$ cat src/rtl/totalizer_pkg.sv
package totalizer_pkg;

    localparam int DIGIT_W = 4;
    localparam int SEG_W   = 7;

    typedef struct packed {
        logic armed;
        logic silenced;
    } ctrl_t;

    // Segment order: bit 6 = a ... bit 0 = g, active high
    function automatic logic [SEG_W-1:0] seg_of(input logic [DIGIT_W-1:0] v);
        logic [SEG_W-1:0] s;
        case (v)
            4'd0: s = 7'b1111110;
            4'd1: s = 7'b0110000;
            4'd2: s = 7'b1101101;
            4'd3: s = 7'b1111001;
            4'd4: s = 7'b0110011;
            4'd5: s = 7'b1011011;
            4'd6: s = 7'b0011111;
            4'd7: s = 7'b1110000;
            4'd8: s = 7'b1111111;
            4'd9: s = 7'b1110011;
            default: s = '0;
        endcase
        return s;
    endfunction

endpackage

$ cat src/rtl/rise_detect.sv
module rise_detect (
    input  logic clk,
    input  logic rst_n,
    input  logic lvl_i,
    output logic rise_o
);
    logic lvl_d, lvl_q;

    always_comb begin
        lvl_d  = lvl_i;
        rise_o = lvl_i & ~lvl_q;
    end

    always_ff @(posedge clk or negedge rst_n) begin
        if (!rst_n) lvl_q <= 1'b0;
        else        lvl_q <= lvl_d;
    end
endmodule

$ cat src/rtl/decade_digit.sv
module decade_digit
    import totalizer_pkg::*;
(
    input  logic               clk,
    input  logic               rst_n,
    input  logic               clear_i,
    input  logic               preset_i,
    input  logic               inc_i,
    output logic [DIGIT_W-1:0] value_o,
    output logic               nine_o
);
    localparam logic [DIGIT_W-1:0] TOP = DIGIT_W'(9);

    logic [DIGIT_W-1:0] value_d, value_q;

    // Priority: clear, then preset, then increment
    always_comb begin
        value_d = value_q;
        if (clear_i)
            value_d = '0;
        else if (preset_i)
            value_d = TOP;
        else if (inc_i)
            value_d = (value_q == TOP) ? '0 : value_q + 1'b1;
    end

    always_ff @(posedge clk or negedge rst_n) begin
        if (!rst_n) value_q <= '0;
        else        value_q <= value_d;
    end

    assign value_o = value_q;
    assign nine_o  = value_q[0] & value_q[3];
endmodule

$ cat src/rtl/seg_decoder.sv
module seg_decoder
    import totalizer_pkg::*;
(
    input  logic [DIGIT_W-1:0] bcd_i,
    output logic [SEG_W-1:0]   seg_o
);
    always_comb seg_o = seg_of(bcd_i);
endmodule

$ cat src/rtl/bcd_totalizer.sv
module bcd_totalizer
    import totalizer_pkg::*;
#(
    parameter int DIGITS = 2
) (
    input  logic                      clk,
    input  logic                      rst_n,
    input  logic                      pulse_i,
    input  logic                      arm_i,
    input  logic                      silence_i,
    input  logic                      clr_a_i,
    input  logic                      clr_b_i,
    input  logic                      pre_a_i,
    input  logic                      pre_b_i,
    output logic [DIGITS*DIGIT_W-1:0] bcd_o,
    output logic [DIGITS*SEG_W-1:0]   seg_o,
    output logic                      beep_o
);
    logic              rise;
    logic              load_zero, load_nine, all_nine;
    logic [DIGITS-1:0] nine, carry;
    ctrl_t             ctrl_d, ctrl_q;

    rise_detect u_rise (
        .clk    (clk),
        .rst_n  (rst_n),
        .lvl_i  (pulse_i),
        .rise_o (rise)
    );

    always_comb begin
        load_nine = pre_a_i & pre_b_i & ~arm_i;
        load_zero = arm_i | (clr_a_i & clr_b_i & ~(pre_a_i & pre_b_i));
        all_nine  = &nine;
        carry[0]  = rise & ctrl_q.armed & ~all_nine;

        ctrl_d.armed    = ctrl_q.armed | arm_i;
        ctrl_d.silenced = arm_i ? 1'b0 : (all_nine & (ctrl_q.silenced | silence_i));
    end

    always_ff @(posedge clk or negedge rst_n) begin
        if (!rst_n) ctrl_q <= '0;
        else        ctrl_q <= ctrl_d;
    end

    for (genvar i = 0; i < DIGITS; i++) begin : g_digit
        if (i > 0) begin : g_carry
            assign carry[i] = carry[i-1] & nine[i-1];
        end

        decade_digit u_digit (
            .clk      (clk),
            .rst_n    (rst_n),
            .clear_i  (load_zero),
            .preset_i (load_nine),
            .inc_i    (carry[i]),
            .value_o  (bcd_o[i*DIGIT_W +: DIGIT_W]),
            .nine_o   (nine[i])
        );

        seg_decoder u_seg (
            .bcd_i (bcd_o[i*DIGIT_W +: DIGIT_W]),
            .seg_o (seg_o[i*SEG_W +: SEG_W])
        );
    end

    assign beep_o = all_nine & ~ctrl_q.silenced;
endmodule

$ cat config.mk
export PLATFORM = sky130hd
export DESIGN_NAME = bcd_totalizer
export DESIGN_NICKNAME = d
export VERILOG_FILES = /design/src/rtl/totalizer_pkg.sv /design/src/rtl/rise_detect.sv /design/src/rtl/decade_digit.sv /design/src/rtl/seg_decoder.sv /design/src/rtl/bcd_totalizer.sv
export SDC_FILE = /design/constraint.sdc
export NUM_CORES = 1
export LEC_CHECK = 0
export ABC_AREA = 1
export BUFFER_PORTS_ARGS = -buffer_cell sky130_fd_sc_hd__buf_2
export CAP_MARGIN = 20
export CORE_UTILIZATION = 50
export CTS_BUF_LIST = sky130_fd_sc_hd__clkbuf_16
export DETAILED_ROUTE_END_ITERATION = 10
export GPL_TIMING_DRIVEN = 0
export PLACE_DENSITY = 0.87
export SLEW_MARGIN = 20
export SYNTH_ARGS = -nofsm -noshare
export SYNTH_HDL_FRONTEND = slang
export SYNTH_SLANG_ARGS = --single-unit
$ cat constraint.sdc
create_clock -name clk -period 2.7 [get_ports clk]
set_input_delay 0.135 -clock clk [delete_from_list [all_inputs] [get_ports clk]]
set_output_delay 0.135 -clock clk [all_outputs]
set_load 0.01 [all_outputs]
==> flow_metrics.env, run 1 <==
export IMPL_hold_violations=0
export IMPL_cp_data_arrival_time_ns=1.77
export IMPL_h_tree_depth=1
export IMPL_hold_class="primary input to flop"
export IMPL_fin_crit_ns=1.91
export IMPL_post_dp_hpwl_mm=1.96
export IMPL_ys_warn_count=0
export IMPL_clk_pin_slew_worst_paths_ns=0.04
export IMPL_final_setup_tns_ns=0
export IMPL_async_reset_ff_share_pct=100
export IMPL_vias_per_cell=5.24
export IMPL_synth_edff_count=0
export IMPL_initial_core_util_pct=54.4
export IMPL_cts_max_path_buffers=2
export IMPL_reg2reg_depth=7
export IMPL_cp_end_kind="output port"
export IMPL_crit_required_ns=2.57
export IMPL_wirelength_mm=2.70
export IMPL_drtIter0Drc=46
export IMPL_syn_cell_area_um2=1100
export IMPL_cts_sinks=11
export IMPL_synth_cell_types=24
export IMPL_ant_nets=0
export IMPL_cellInternalPower_mw=0.456
export IMPL_synth_yosys_seq_area_share_pct=25.0
export IMPL_grt_use_total_pct=24.6
export IMPL_layout_drive_gt1_share_pct=28.9
export IMPL_crit_type="flop to output port"
export IMPL_wire_per_inst_um=12.2
export IMPL_grt_antenna_before_repair=0
export IMPL_post_cts_setup_buffers=0
export IMPL_synth_ff_type="dfrtp_1"
export IMPL_p_comb_share_pct=31.8
export IMPL_netlist_instances=158
export IMPL_fin_nets=217
export IMPL_seq_power_share_pct=28.8
export IMPL_avgSynthCellArea_um2=6.96
export IMPL_syn2layout_area_growth_pct=25.4
export IMPL_grt_ovfl_total=0
export IMPL_first_pass_iters=4
export IMPL_coreArea_um2=2020
export IMPL_synthTopCellsByArea="dfrtp_1, nand2_1, ha_1, nand3_1, nand2_4"
export IMPL_finalMaxSlewViolations=0
export IMPL_numCtsBuffers=3
export IMPL_path_max_fanout=12
export IMPL_syn_num_nets=180
export IMPL_finalPower_mw=0.694
export IMPL_grt_pass1_wl_mm=4.58
export IMPL_p_leak_nw=0.779
export IMPL_cts_tree="yes"
export IMPL_synth_top_area_share_pct=25.0
export IMPL_drv_cap=0
export IMPL_io_pins=32
export IMPL_setup_viol=0
export IMPL_rsz0062_at_grt="false"
export IMPL_fin_ws_ns=0.794
export IMPL_slew_headroom_pct=73.1
export IMPL_p_per_area_nw_per_um2=503
export IMPL_die_w_um=48.9
export IMPL_ys_ff_latch=11
export IMPL_place_inst=216
export IMPL_hold_path_depth=1
export IMPL_critPathLaunchType="flop"
export IMPL_switching_share_pct=34.2
export IMPL_final_util_pct=68.2
export IMPL_grt_max_degree=13
export IMPL_gp_congestion=0.901
export IMPL_num_rows=16
export IMPL_clockPowerShare_pct=39.4
export IMPL_via_count=1157
export IMPL_drc=0
export IMPL_synth_common_cells="nand2_1, nand3_1, nor2_1, ha_1, inv_1"
export IMPL_max_freq_mhz=525
export IMPL_vdd_drop_max_uv=386
export IMPL_worst_clock_skew_ns=0.00494
export IMPL_grt_pass1_vias=1075
export IMPL_placed_area_um2=1290
export IMPL_status="completed"
export IMPL_diodes=0
export IMPL_dp_slack_ns=1.11
export IMPL_post_route_cell_area_um2=1380
export IMPL_hold_slack_ns=0.0192
export IMPL_finalCritPeriodShare_pct=70.6
export IMPL_die_y_um=48.9
export IMPL_num_fill_cells=178
export IMPL_switchingPower_mw=0.237
export IMPL_io_buffers=31
export IMPL_tightest_slew_ns=0.404
export IMPL_synth_top_cell_by_area="dfrtp_1"
export IMPL_instances_no_fill=221
export IMPL_cts_root_buffer="clkbuf_16"
export IMPL_die_area_um2=2390
export IMPL_synth_most_common_cell="nand2_1"
export IMPL_worst_skew_pair_late_latency_ns=0.24
## layer usage
| layer | GRT usage, % | up-vias | wire length [µm] |
|---|---|---|---|
| met3 | 4.67 | 6 | 159 |
| met1 | 28.9 | 528 | 1140 |
| li1 | - | 572 | - |
| met5 | 0 | - | 0 |
| met4 | 8.33 | 0 | 42 |
| met2 | 44.2 | 51 | 1370 |
## power groups by stage
stage / combinational [mW] / sequential [mW] / clock [mW]
CTS: 0.220 / 0.199 / 0.276
global placement: 0.204 / 0.200 / 0
detailed placement: 0.215 / 0.202 / 0
global route: 0.246 / 0.202 / 0.285
finish: 0.221 / 0.200 / 0.273
floorplan: 0.135 / 0.201 / 0
## registers in the layout, indices dropped and copies added, names as in the netlist
name,flops
ctrl_q,2
g_digit.u_digit.value_o,8
u_rise.lvl_q,1
## worst max-delay path, cell delays in order (launching register included)
cell	delay [ns]
dfrtp_1	0.58
inv_1	0.16
ha_1	0.32
nand2_1	0.06
nand2_1	0.09
nor2_1	0.05
a21oi_1	0.11
buf_2	0.15
## layout by cell type (no fill, tap or decap), types with 2 or more instances in the layout
cell / instances
a21oi_1: 5
buf_2: 31
buf_6: 2
clkbuf_16: 3
dfrtp_1: 11
ha_1: 13
inv_1: 13
inv_2: 4
nand2_1: 48
nand2_4: 5
nand3_1: 19
nor2_1: 14
nor2_2: 2
o21ai_0: 8
or2_1: 2
or2_2: 2
## worst paths after layout
| check | from | endpoint | slack, ns |
|---|---|---|---|
| min in group asynchronous | rst_n | ctrl_q[0] | 0.30 |
| max reg2reg | g_digit[1].u_digit.value_o[1] | g_digit[1].u_digit.value_o[0] | 1.16 |
| max | g_digit[0].u_digit.value_o[0] | seg_o[3] | 0.79 |
| max in group asynchronous | rst_n | g_digit[1].u_digit.value_o[1] | 2.19 |
| min | pulse_i | u_rise.lvl_q | 0.02 |
| min reg2reg | ctrl_q[1] | ctrl_q[1] | 0.47 |
## final cells by class
cell class / count / area [µm²] / share of cell area (%)
well taps: 27 / 33.8 / 2.45
inverters: 17 / 63.8 / 4.63
flip-flops and latches: 11 / 275 / 20.0
clock inverters: 1 / 5.00 / 0.363
multi-input cells: 127 / 731 / 53.0
plain buffers: 3 / 30.0 / 2.18
repair buffers: 32 / 165 / 12.0
clock buffers: 3 / 75.1 / 5.44
## cell families (layout without fill, tap and decap cells)
group,after synthesis,in the layout,share of synthesized area [%]
AO/OA/AOI/OAI,16,16,7.96
adder cells (fa/ha/maj),13,13,14.8
buffers and inverters,20,56,8.53
flip-flops,11,11,25.0
AND/OR/NAND/NOR,98,98,43.7
## repair_timing
item | in CTS | in global routing
hold buffers | 1 | 0
resized for setup | 0 | 0
endpoints found under the hold margin | 11 | 0
(Power assumes the default switching activity.)
==> run 2, diff against run 1 <==
- clock period: 2.7 -> 2 ns (I/O delays scaled with it)
==> run 2 against run 1 <==
  * Wire length up 1.3%
  * Flip-flop and latch count unchanged
  * Largest cell class unchanged
  * Register-to-register slack worse by 0.70 ns
  * Cell count up 0.45%
  * Sequential power up 35%
==> flow_metrics.env, run 2 (synthesis gave the netlist of run 1 again) <==
export IMPL_hold_path_depth=3
export IMPL_crit_required_ns=1.90
export IMPL_grt_antenna_before_repair=0
export IMPL_num_fill_cells=177
export IMPL_via_count=1169
export IMPL_cp_data_arrival_time_ns=1.76
export IMPL_r2r_end="g_digit[1].u_digit.value_o[0]"
export IMPL_dp_slack_ns=0.443
export IMPL_fin_nets=218
export IMPL_layout_drive_gt1_share_pct=28.7
export IMPL_post_dp_hpwl_mm=1.96
export IMPL_num_rows=16
export IMPL_crit_type="flop to output port"
export IMPL_instances_no_fill=222
export IMPL_die_area_um2=2390
export IMPL_post_route_cell_area_um2=1390
export IMPL_setup_viol=0
export IMPL_final_common_cell="nand2_1"
export IMPL_die_y_um=48.9
export IMPL_place_inst=216
export IMPL_clk_pin_slew_worst_paths_ns=0.04
export IMPL_fin_crit_ns=1.86
export IMPL_hold_path_end="ctrl_q[0]"
export IMPL_cts_max_path_buffers=2
export IMPL_cts_root_buffer="clkbuf_16"
export IMPL_final_setup_tns_ns=0
export IMPL_initial_core_util_pct=54.4
export IMPL_numCtsBuffers=3
export IMPL_most_common_layout_cells="nand2_1, buf_2, nand3_1"
export IMPL_wire_per_inst_um=12.3
export IMPL_syn2layout_area_growth_pct=26.3
export IMPL_first_pass_iters=4
export IMPL_slew_headroom_pct=73.7
export IMPL_path_max_fanout=12
export IMPL_cts_sinks=11
export IMPL_fin_ws_ns=0.139
export IMPL_critPathLaunchType="flop"
export IMPL_finalCritPeriodShare_pct=93.1
export IMPL_rsz0062_at_grt="false"
export IMPL_grt_ovfl_total=0
export IMPL_drc=0
export IMPL_ant_nets=0
export IMPL_largest_register_ffs=8
export IMPL_r2r_setup_slack_ns=0.46
export IMPL_final_util_pct=68.7
export IMPL_vias_per_cell=5.27
export IMPL_r2r_start="g_digit[1].u_digit.value_o[1]"
export IMPL_cts_resized=0
export IMPL_io_buffers=31
export IMPL_p_leak_nw=0.783
export IMPL_wl_met1_mm=1.13
export IMPL_route_met3_wl_um=160
export IMPL_grt_pass1_wl_mm=4.61
export IMPL_finalPower_mw=0.938
export IMPL_cp_end_kind="output port"
export IMPL_drtIter0Drc=51
export IMPL_tightest_slew_ns=0.394
export IMPL_finalMaxSlewViolations=0
export IMPL_placed_area_um2=1290
export IMPL_worstHoldStart="silence_i"
export IMPL_diodes=0
export IMPL_drv_cap=0
export IMPL_die_w_um=48.9
export IMPL_reg2reg_depth=7
export IMPL_h_tree_depth=1
export IMPL_status="completed"
export IMPL_post_cts_setup_buffers=0
export IMPL_grt_max_degree=13
export IMPL_hold_slack_ns=0.133
export IMPL_cts_tree="yes"
export IMPL_io_pins=32
export IMPL_coreArea_um2=2020
export IMPL_grt_use_total_pct=24.8
export IMPL_p_per_area_nw_per_um2=675
export IMPL_max_freq_mhz=537
export IMPL_gp_congestion=0.901
export IMPL_worst_clock_skew_ns=0.00481
export IMPL_wl_met2_mm=1.37
export IMPL_hold_class="primary input to flop"
export IMPL_dr_max_layer_used="met4"
export IMPL_vdd_drop_max_uv=521
export IMPL_wirelength_mm=2.74
export IMPL_hold_violations=0
export IMPL_grt_pass1_vias=1081
export IMPL_worst_skew_pair_late_latency_ns=0.24
==> run 2: what timing repair did <==
| action | CTS | global route |
|---|---|---|
| endpoints found under the setup margin | 0 | 0 |
| hold buffers | 2 | 0 |
| endpoints found under the hold margin | 12 | 0 |
==> run 2: how the worst max path moves through the flow <==
stage                                        from         to  slack (ns)  cells after the start
floorplan           g_digit[0].u_digit.value_o[0]   seg_o[3]        0.59                      6
global placement    g_digit[0].u_digit.value_o[0]   seg_o[3]        0.50                      7
detailed placement  g_digit[0].u_digit.value_o[0]   seg_o[3]        0.44                      7
CTS                 g_digit[0].u_digit.value_o[0]   seg_o[3]        0.15                      7
global route        g_digit[1].u_digit.value_o[0]  seg_o[10]        0.03                      7
finish              g_digit[0].u_digit.value_o[0]   seg_o[3]        0.14                      7
==> run 2: layer usage <==
metal | track usage (%) | vias to the layer above
li1 | - | 574
met3 | 4.67 | 8
met4 | 8.33 | 0
met1 | 28.9 | 531
met5 | 0 | -
met2 | 44.9 | 56
==> run 2: worst max-delay path, stage by stage, from the launching register on <==
cell     delay [ns]
dfrtp_1        0.57
inv_1          0.16
ha_1           0.32
nand2_1        0.06
nand2_1        0.09
nor2_1         0.05
a21oi_1        0.12
buf_2          0.15
==> run 2: layout make-up <==
cell class	count	area, µm²	area share [%]
Clock inverter	1	5.00	0.360
Timing Repair Buffer	33	175	12.6
Buffer	3	30.0	2.16
Multi-Input combinational cell	127	731	52.6
Tap cell	27	33.8	2.43
Clock buffer	3	75.1	5.41
Sequential cell	11	275	19.8
Inverter	17	63.8	4.59
==> run 2: power by group <==
group / switching [mW] / internal (mW)
combinational: 0.184 / 0.116
clock: 0.103 / 0.265
sequential: 0.0332 / 0.237
==> run 3, diff against run 2 <==
- BUFFER_PORTS_ARGS: -buffer_cell sky130_fd_sc_hd__buf_2 -> -buffer_cell sky130_fd_sc_hd__buf_4
==> run 3 against run 2 <==
  * Worst hold slack worse by 0.021 ns
  * Critical path depth stayed put
  * Worst setup slack worse by 0.014 ns
  * First-iteration DRC count is 16% lower
  * Non-clock buffer count stayed put
  * Clock skew is 0.0033 ns lower
  * Core utilization is 3.8 points higher
  * Cell count stayed put
  * Final area is 5.5% higher
  * Sequential share of layout area is 1.0 points lower
  * Largest cell class unchanged
  * Highest routed layer unchanged
==> flow_metrics.env, run 3 (synthesis gave the netlist of run 1 again) <==
export IMPL_finalCritPeriodShare_pct=93.8
export IMPL_rsz0062_at_grt="false"
export IMPL_grt_ovfl_total=0
export IMPL_h_tree_depth=1
export IMPL_status="completed"
export IMPL_max_freq_mhz=533
export IMPL_tightest_slew_ns=0.431
export IMPL_p_per_area_nw_per_um2=664
export IMPL_coreArea_um2=2020
export IMPL_ant_nets=0
export IMPL_die_w_um=48.9
export IMPL_placed_area_um2=1370
export IMPL_worst_clock_skew_ns=0.00153
export IMPL_via_count=1132
export IMPL_diodes=0
export IMPL_cts_tree="yes"
export IMPL_dp_slack_ns=0.405
export IMPL_drtIter0Drc=43
export IMPL_syn2layout_area_growth_pct=33.2
export IMPL_vias_per_cell=5.10
export IMPL_path_max_fanout=12
export IMPL_hold_class="primary input to flop"
export IMPL_cts_root_buffer="clkbuf_16"
export IMPL_final_setup_tns_ns=0
export IMPL_post_route_cell_area_um2=1470
export IMPL_cts_sinks=11
export IMPL_most_common_layout_cells="nand2_1, buf_4, nand3_1"
export IMPL_hold_violations=0
export IMPL_setup_viol=0
export IMPL_initial_core_util_pct=54.4
export IMPL_drv_cap=0
export IMPL_path_cells="inv_1 -> ha_1 -> nand2_1 -> nand2_1 -> nor2_1 -> a21oi_1 -> buf_4"
export IMPL_wire_per_inst_um=12.3
export IMPL_critPathLaunchType="flop"
export IMPL_r2r_setup_slack_ns=0.46
export IMPL_final_common_cell="nand2_1"
export IMPL_post_cts_setup_buffers=0
export IMPL_finalMaxSlewViolations=0
export IMPL_cp_end_kind="output port"
export IMPL_fin_crit_ns=1.88
export IMPL_wirelength_mm=2.73
export IMPL_grt_use_total_pct=26.3
export IMPL_grt_pass1_vias=1078
export IMPL_p_leak_nw=0.809
export IMPL_crit_type="flop to output port"
export IMPL_first_pass_iters=4
export IMPL_cp_common_cell="nand2_1"
export IMPL_crit_required_ns=1.90
export IMPL_layout_drive_gt1_share_pct=28.2
export IMPL_worst_skew_pair_late_latency_ns=0.24
export IMPL_post_dp_hpwl_mm=1.99
export IMPL_numCtsBuffers=3
export IMPL_grt_pass1_wl_mm=4.79
export IMPL_grt_antenna_before_repair=0
export IMPL_fin_nets=218
export IMPL_drc=0
export IMPL_vdd_drop_max_uv=695
export IMPL_largest_register_ffs=8
export IMPL_num_fill_cells=177
export IMPL_cp_data_arrival_time_ns=1.78
export IMPL_num_rows=16
export IMPL_slew_headroom_pct=71.2
export IMPL_io_buffers=31
export IMPL_cts_max_path_buffers=2
export IMPL_grt_max_degree=13
export IMPL_gp_congestion=0.927
export IMPL_die_y_um=48.9
export IMPL_fin_ws_ns=0.125
export IMPL_clk_pin_slew_worst_paths_ns=0.04
export IMPL_die_area_um2=2390
export IMPL_io_pins=32
export IMPL_cpPeakStageDelay_ns=0.60
export IMPL_crit_path_top_delay_cell="dfrtp_1"
run 3: cell count changes in the layout (fill, tap and decap cells not counted), sizes merged:
cell    previous run  this run
inv               17        18
clkinv             1         0
run 3: worst paths after layout:
path,to,from,depth (start not counted)
setup / recovery,seg_o[3],g_digit[0].u_digit.value_o[0],7
hold / removal,ctrl_q[1],arm_i,2
setup reg to reg,g_digit[1].u_digit.value_o[1],g_digit[1].u_digit.value_o[1],7
hold reg to reg,ctrl_q[1],ctrl_q[1],1
max in group asynchronous,g_digit[0].u_digit.value_o[3],rst_n,2
min in group asynchronous,ctrl_q[1],rst_n,2
run 3: layout make-up:
| cell class | instances | area [µm²] | area share (%) |
|---|---|---|---|
| inverters | 17 | 63.8 | 4.36 |
| multi-input cells | 127 | 731 | 49.9 |
| repair buffers | 33 | 253 | 17.3 |
| clock inverters | 1 | 3.75 | 0.256 |
| flip-flops and latches | 11 | 275 | 18.8 |
| clock buffers | 3 | 75.1 | 5.12 |
| well taps | 27 | 33.8 | 2.31 |
| plain buffers | 3 | 30.0 | 2.05 |
run 3: timing repair:
item	CTS	global route
resized for setup	0	0
endpoints found under the hold margin	12	0
hold buffers	2	0
run 3: metal layers:
layer | track usage (%) | share of wire, %
met5 | 0 | 0
met4 | 8.82 | 1.4
met3 | 4.67 | 6.2
met2 | 46.8 | 50
met1 | 31.6 | 43
run 3: where the power goes:
part           internal [mW]  leakage, nW  switching, mW  total, mW
logic                  0.151        0.625          0.185      0.336
registers              0.237        0.142         0.0340      0.271
clock network          0.263       0.0423          0.104      0.367
total                  0.651        0.809          0.323      0.973
run 3: worst max-delay path: cells and delay by family, from the launching register on:
kind,cells,cell delay [ns]
AO/OA/AOI/OAI,1,0.14
adder cells (fa/ha/maj),1,0.31
AND/OR/NAND/NOR,3,0.17
buffers and inverters,2,0.31
flip-flops,1,0.60
run 3: through the flow:
stage / hold slack (ns) / total power, mW / cells / utilization [%]
2_1_floorplan: -0.196 / 0.453 / 158 / -
6_report: 0.112 / 0.973 / 222 / 72.5
3_5_place_dp: -0.0590 / 0.601 / 216 / 67.6
5_1_grt: 0.129 / 1.03 / 222 / 72.5
3_3_place_gp: -0.0612 / 0.586 / 216 / 67.6
4_1_cts: 0.115 / 0.977 / 222 / 72.5
